**config.mk**
```make
export PLATFORM = sky130hd
export DESIGN_NAME = tick_timer
export DESIGN_NICKNAME = d
export VERILOG_FILES = /design/src/rtl/tick_timer_pkg.sv /design/src/rtl/tick_prescaler.sv /design/src/rtl/tick_regs.sv /design/src/rtl/tick_counter.sv /design/src/rtl/tick_timer.sv
export SDC_FILE = /design/constraint.sdc
export NUM_CORES = 1
export LEC_CHECK = 0
export ABC_CLOCK_PERIOD_IN_PS = 4900
export BUFFER_PORTS_ARGS = -buffer_cell sky130_fd_sc_hd__clkbuf_2
export CAP_MARGIN = 20
export CELL_PAD_IN_SITES_DETAIL_PLACEMENT = 0
export CELL_PAD_IN_SITES_GLOBAL_PLACEMENT = 1
export CORE_ASPECT_RATIO = 0.75
export CORE_MARGIN = 10
export CORE_UTILIZATION = 42
export CTS_CLUSTER_SIZE = 12
export DETAILED_ROUTE_END_ITERATION = 8
export HOLD_SLACK_MARGIN = 0.1
export PLACE_DENSITY_LB_ADDON = 0.1
export RECOVER_POWER = 25
export SETUP_SLACK_MARGIN = 0.1
export SLEW_MARGIN = 20
export SYNTH_ARGS = -nofsm -noshare
export SYNTH_HDL_FRONTEND = slang
export SYNTH_SLANG_ARGS = --single-unit
```
**constraint.sdc**
```tcl
create_clock -name clk -period 4.9 [get_ports clk]
set_clock_uncertainty 0.05 [all_clocks]
set_input_delay 0.245 -clock clk [delete_from_list [all_inputs] [get_ports clk]]
set_output_delay 0.245 -clock clk [all_outputs]
set_load 0.1 [all_outputs]
```
**src/rtl/tick_timer_pkg.sv**
```systemverilog
package tick_timer_pkg;

    typedef enum logic [1:0] {
        SEL_CTRL    = 2'd0,
        SEL_RELOAD  = 2'd1,
        SEL_CURRENT = 2'd2,
        SEL_NONE    = 2'd3
    } reg_sel_e;

    localparam int POS_EN   = 0;
    localparam int POS_IE   = 1;
    localparam int POS_SRC  = 2;
    localparam int POS_FLAG = 16;

    typedef struct packed {
        logic en;
        logic ie;
        logic src;
    } ctrl_t;

endpackage

```
**src/rtl/tick_prescaler.sv**
```systemverilog
module tick_prescaler #(
    parameter int DIV = 8
) (
    input  logic clk,
    input  logic rst_n,
    output logic pulse
);
    localparam int PW = (DIV > 2) ? $clog2(DIV) : 1;
    localparam logic [PW-1:0] LAST = PW'(DIV - 1);

    logic [PW-1:0] cnt_d, cnt_q;

    always_comb begin
        cnt_d = (cnt_q == LAST) ? '0 : cnt_q + 1'b1;
        pulse = (cnt_q == LAST);
    end

    always_ff @(posedge clk) begin
        if (!rst_n) cnt_q <= '0;
        else        cnt_q <= cnt_d;
    end

    p_pulse_gap_r5: assert property (@(posedge clk) disable iff (!rst_n)
        pulse |=> !pulse);

endmodule

```
**src/rtl/tick_regs.sv**
```systemverilog
module tick_regs
    import tick_timer_pkg::*;
#(
    parameter int CNT_W  = 24,
    parameter int DATA_W = 32
) (
    input  logic              clk,
    input  logic              rst_n,
    input  logic [1:0]        addr,
    input  logic              wr,
    input  logic              rd,
    input  logic [DATA_W-1:0] wdata,
    input  logic              flag,
    input  logic [CNT_W-1:0]  cur,
    output ctrl_t             ctrl,
    output logic [CNT_W-1:0]  reload,
    output logic [DATA_W-1:0] rdata,
    output logic              cur_wr,
    output logic              ctrl_rd
);
    typedef struct packed {
        ctrl_t            ctrl;
        logic [CNT_W-1:0] reload;
    } regs_t;

    regs_t    r_d, r_q;
    reg_sel_e sel;

    logic unused_wdata;
    assign unused_wdata = &{1'b0, wdata[DATA_W-1:CNT_W]};

    always_comb begin
        sel     = reg_sel_e'(addr);
        r_d     = r_q;
        cur_wr  = wr && (sel == SEL_CURRENT);
        ctrl_rd = rd && (sel == SEL_CTRL);
        if (wr && sel == SEL_CTRL) begin
            r_d.ctrl.en  = wdata[POS_EN];
            r_d.ctrl.ie  = wdata[POS_IE];
            r_d.ctrl.src = wdata[POS_SRC];
        end
        if (wr && sel == SEL_RELOAD) r_d.reload = wdata[CNT_W-1:0];

        rdata = '0;
        unique case (sel)
            SEL_CTRL: begin
                rdata[POS_EN]   = r_q.ctrl.en;
                rdata[POS_IE]   = r_q.ctrl.ie;
                rdata[POS_SRC]  = r_q.ctrl.src;
                rdata[POS_FLAG] = flag;
            end
            SEL_RELOAD:  rdata[CNT_W-1:0] = r_q.reload;
            SEL_CURRENT: rdata[CNT_W-1:0] = cur;
            default:     rdata = '0;
        endcase
    end

    always_ff @(posedge clk) begin
        if (!rst_n) r_q <= '0;
        else        r_q <= r_d;
    end

    assign ctrl   = r_q.ctrl;
    assign reload = r_q.reload;

    p_reload_write_r10: assert property (@(posedge clk) disable iff (!rst_n)
        (wr && addr == 2'd1) |=> reload == $past(wdata[CNT_W-1:0]));

endmodule

```
**src/rtl/tick_counter.sv**
```systemverilog
module tick_counter #(
    parameter int CNT_W = 24
) (
    input  logic             clk,
    input  logic             rst_n,
    input  logic             tick,
    input  logic             cur_wr,
    input  logic             ctrl_rd,
    input  logic             irq_en,
    input  logic             sw_pend,
    input  logic [CNT_W-1:0] reload,
    output logic [CNT_W-1:0] cur,
    output logic             flag,
    output logic             irq
);
    localparam logic [CNT_W-1:0] ONE = CNT_W'(1);

    typedef struct packed {
        logic [CNT_W-1:0] cur;
        logic             flag;
        logic             irq;
    } cnt_state_t;

    cnt_state_t s_d, s_q;
    logic       expire;

    always_comb begin
        s_d     = s_q;
        s_d.irq = sw_pend;
        expire  = 1'b0;
        if (cur_wr) begin
            s_d.cur  = reload;
            s_d.flag = 1'b0;
        end else if (tick) begin
            if (s_q.cur == '0) begin
                s_d.cur = reload;
            end else begin
                s_d.cur = s_q.cur - ONE;
                expire  = (s_q.cur == ONE);
            end
        end
        if (expire) begin
            s_d.flag = 1'b1;
            if (irq_en) s_d.irq = 1'b1;
        end else if (ctrl_rd) begin
            s_d.flag = 1'b0;
        end
    end

    always_ff @(posedge clk) begin
        if (!rst_n) s_q <= '0;
        else        s_q <= s_d;
    end

    assign cur  = s_q.cur;
    assign flag = s_q.flag;
    assign irq  = s_q.irq;

    p_reload_on_zero_r3: assert property (@(posedge clk) disable iff (!rst_n)
        (tick && !cur_wr && cur == '0) |=> cur == $past(reload));

    p_cur_write_r4: assert property (@(posedge clk) disable iff (!rst_n)
        cur_wr |=> (cur == $past(reload)) && !flag);

    p_flag_event_r2: assert property (@(posedge clk) disable iff (!rst_n)
        (tick && !cur_wr && cur == ONE) |=> flag);

    p_pend_irq_r7: assert property (@(posedge clk) disable iff (!rst_n)
        sw_pend |=> irq);

    p_zero_reload_quiet_r8: assert property (@(posedge clk) disable iff (!rst_n)
        (!cur_wr && cur == '0 && reload == '0 && !sw_pend) |=> (cur == '0) && !irq);

endmodule

```
**src/rtl/tick_timer.sv**
```systemverilog
module tick_timer
    import tick_timer_pkg::*;
#(
    parameter int CNT_W  = 24,
    parameter int DATA_W = 32,
    parameter int DIV    = 8
) (
    input  logic              clk,
    input  logic              rst_n,
    input  logic [1:0]        reg_addr,
    input  logic              reg_wr,
    input  logic              reg_rd,
    input  logic [DATA_W-1:0] reg_wdata,
    output logic [DATA_W-1:0] reg_rdata,
    input  logic              dbg_halt,
    input  logic              sw_pend,
    output logic              irq
);
    ctrl_t            ctrl;
    logic [CNT_W-1:0] reload;
    logic [CNT_W-1:0] cur;
    logic             flag;
    logic             cur_wr;
    logic             ctrl_rd;
    logic             slow_pulse;
    logic             tick;

    tick_prescaler #(.DIV(DIV)) u_pre (
        .clk   (clk),
        .rst_n (rst_n),
        .pulse (slow_pulse)
    );

    tick_regs #(.CNT_W(CNT_W), .DATA_W(DATA_W)) u_regs (
        .clk     (clk),
        .rst_n   (rst_n),
        .addr    (reg_addr),
        .wr      (reg_wr),
        .rd      (reg_rd),
        .wdata   (reg_wdata),
        .flag    (flag),
        .cur     (cur),
        .ctrl    (ctrl),
        .reload  (reload),
        .rdata   (reg_rdata),
        .cur_wr  (cur_wr),
        .ctrl_rd (ctrl_rd)
    );

    assign tick = ctrl.en && !dbg_halt && (ctrl.src || slow_pulse);

    tick_counter #(.CNT_W(CNT_W)) u_cnt (
        .clk     (clk),
        .rst_n   (rst_n),
        .tick    (tick),
        .cur_wr  (cur_wr),
        .ctrl_rd (ctrl_rd),
        .irq_en  (ctrl.ie),
        .sw_pend (sw_pend),
        .reload  (reload),
        .cur     (cur),
        .flag    (flag),
        .irq     (irq)
    );

    p_hold_disabled_r1: assert property (@(posedge clk) disable iff (!rst_n)
        (!ctrl.en && !cur_wr) |=> $stable(cur));

    p_halt_freeze_r6: assert property (@(posedge clk) disable iff (!rst_n)
        (dbg_halt && !cur_wr) |=> $stable(cur));

endmodule

```
==> results.md <==
- Final Cycle Share: 58.9%
- Max clock buf depth: 2
- RePlAce Congestion: 0.922
- Fin Setup TNS: 0 ns
- Die ar.: 0.0119 mm^2
- Largest net degree at the start of global routing: 43
- Synth Register Bits: 56
- Vias per cell: just under 6
- Register area share after synthesis: between 30% and 40%
- Initial antenna violation count: 0
- Post-Syn Area: approximately 0.0033 mm^2
- Residual DRC: 0
- Worst EP arrival: 3.05 ns
- CP Data Required Time: 5.06 ns
- Ratio of cells with drive above 1 in the final layout: 15.9%
- Pre-CTS setup slack: 1.98 ns
- Yosys top cell by area: dfxtp_1
- Width of the die: 123 um
- Power density over cell area: 314 mW/mm^2
- Routed Antenna Nets: 0
- Clk_lat worst skew: 0.31 ns
- Yosys warns: 0
- Vias in the first global route: around 3300
- Hold Violations, Final: 0
- Average wire per standard cell: 19.2 um
- Max_cap viols: 0
- Crit end category: register
- Remaining Overflow, GRT: 0
- CTS tree: yes
- Final Net Count: roughly 530
- Peak supply drop: 0.138 mV
- Worst hold path class: in -> reg
- Drt first pass iters: 5
- Achievable Freq: 347 MHz
- Slew Viols, Final: 0
- Clock Pin Slew Worst Setup and Hold Paths: 0.10 ns
- Main flop type after synthesis: dfxtp_1
- Nature of the critical path startpoint: register
- Gr usage total: 18.5%
- RSZ-0062 raised after global routing: false
- Footprint of the multi-input gates: 0.00198 mm^2
- Distinct cells, synth: 59
- Fin util: 50.7%
- DR vias: approximately 3400
- Leakage dissipation: 1.46 nW
- DR iter-0 viols: 288
- FP Rows: 27
- Critical path class: reg -> reg
- Post-CTS Setup Inserts: 0
- Area growth, synth to finish: 14.7%
- Buffers on Ports: 56
- Run status: finished clean
- Most common cell in the synthesized netlist: nand2_1
- FILL cells: 781
- Maximum level of the CTS H-tree: 2
- Die Height: 96.9 um
- Inst Count DP: 557
- Mapped Cells: 430
- Reg area: 0.00112 mm^2
- Commonest cells post-synth: nand2_1, dfxtp_1, a21oi_1
- Setup violators final: 0
- Post_cts resized: 0
- Core Region: 0.00750 mm^2
- Io pins: 73
- Final Worst Setup Slack: 2.02 ns
- Post-synthesis async set-or-reset flop share: 0%
- Crit-path max FO: 9
- Non-Filler Instances: 579
- Worst-Margin Slew: 1.17 ns
- Initial Utilization: 44.2%
- Number of synthesized flops with an enable pin: 0
- Root Driver: clkbuf_8
- Worst hold margin: 0.101 ns
- Sink Count: 56
- Top cell type's share of synthesized area: 33.8%
- Total wire length: ~11 mm
- Avg Inst Size Synth: 7.70 um^2
- Post-DP HPWL: 7.89 mm
- Global-route wire length before repair: 18.0 mm
- Crit path time final: 2.88 ns
- Worst slew margin: between 20% and 30%
- Antenna Diode Count: 0
- Number of CTS-inserted buffers: 5
- Synth area leaders: dfxtp_1, nand2_1, a21oi_1, a22oi_1, nor2b_1
## logic make-up (layout without fill, tap and decap cells)
kind of cell             Yosys count  count (layout)  share of synthesized area (%)
multiplexers                       4               4                           1.21
adder cells (fa/ha/maj)            9               9                           3.40
buffers and inverters             48              89                           7.06
XOR/XNOR                           4               4                           1.06
flip-flops                        56              56                           33.8
AO/OA/AOI/OAI                    114             114                           22.9
other                              1               8                          0.113
AND/OR/NAND/NOR                  194             194                           30.4
## placed cells by master (no fill, tap or decap), types with 11 or more instances in the layout
cell type	count
nor2_1	23
dfxtp_1	56
clkbuf_2	54
nand2_1	73
nor2b_1	20
a21oi_1	40
nor3_1	11
dlygate4sd3_1	14
nand3_1	14
a22oi_1	23
nor4_1	11
## power by group
part           total [mW]  internal, mW  switching, mW
combinational       0.416         0.132          0.284
clock               0.272         0.115          0.157
sequential          0.505         0.477         0.0278
## final cells by class
class                   count  area share (%)
clock buffers               7            2.27
clock inverters             1           0.198
inverters                   7           0.692
multi-input cells         333            52.2
flip-flops and latches     56            29.5
well taps                 101            3.33
repair buffers             74            11.8
## through the flow
step | power, mW | area (um^2)
finish | 1.19 | 3800
CTS | 1.19 | 3800
floorplan | 0.820 | 3340
global route | 1.25 | 3800
detailed placement | 0.912 | 3570
global placement | 0.915 | 3570
## routing by layer
layer / share of wire, % / vias to the layer above / wire [um] / global-route usage [%]
met2: 44 / 143 / 4880 / 28.3
met1: 47 / 1608 / 5210 / 25.9
met3: 8.3 / 12 / 920 / 4.06
met4: 1.2 / 0 / 131 / 3.68
met5: 0 / - / 0 / 0
li1: - / 1651 / - / -
## registers in the layout, indices dropped and copies added, names as in the netlist
signal,count
u_cnt.cur,24
u_cnt.flag,1
u_regs.reload,24
u_cnt.irq,1
u_regs.ctrl,3
u_pre.cnt_q,3
## critical path: stages (launching register included)
cell	delay, ns
dfxtp_1	0.41
or3_1	0.53
nor4_1	0.54
nand4_1	0.64
o311a_1	0.33
a211o_1	0.28
## final timing paths
check / startpoint / endpoint / slack (ns) / cells after the start
setup / recovery: u_cnt.cur[5] / u_cnt.cur[23] / 2.02 / 5
hold / removal: reg_wdata[14] / u_regs.reload[14] / 0.10 / 3
setup reg to reg: u_cnt.cur[5] / u_cnt.cur[23] / 2.02 / 5
hold reg to reg: u_pre.cnt_q[0] / u_pre.cnt_q[0] / 0.41 / 1
## timing repair
item                       CTS  global route
setup endpoints to repair    0             0
hold buffers                14             0
hold endpoints to repair    14             0
(Power assumes the default switching activity.)
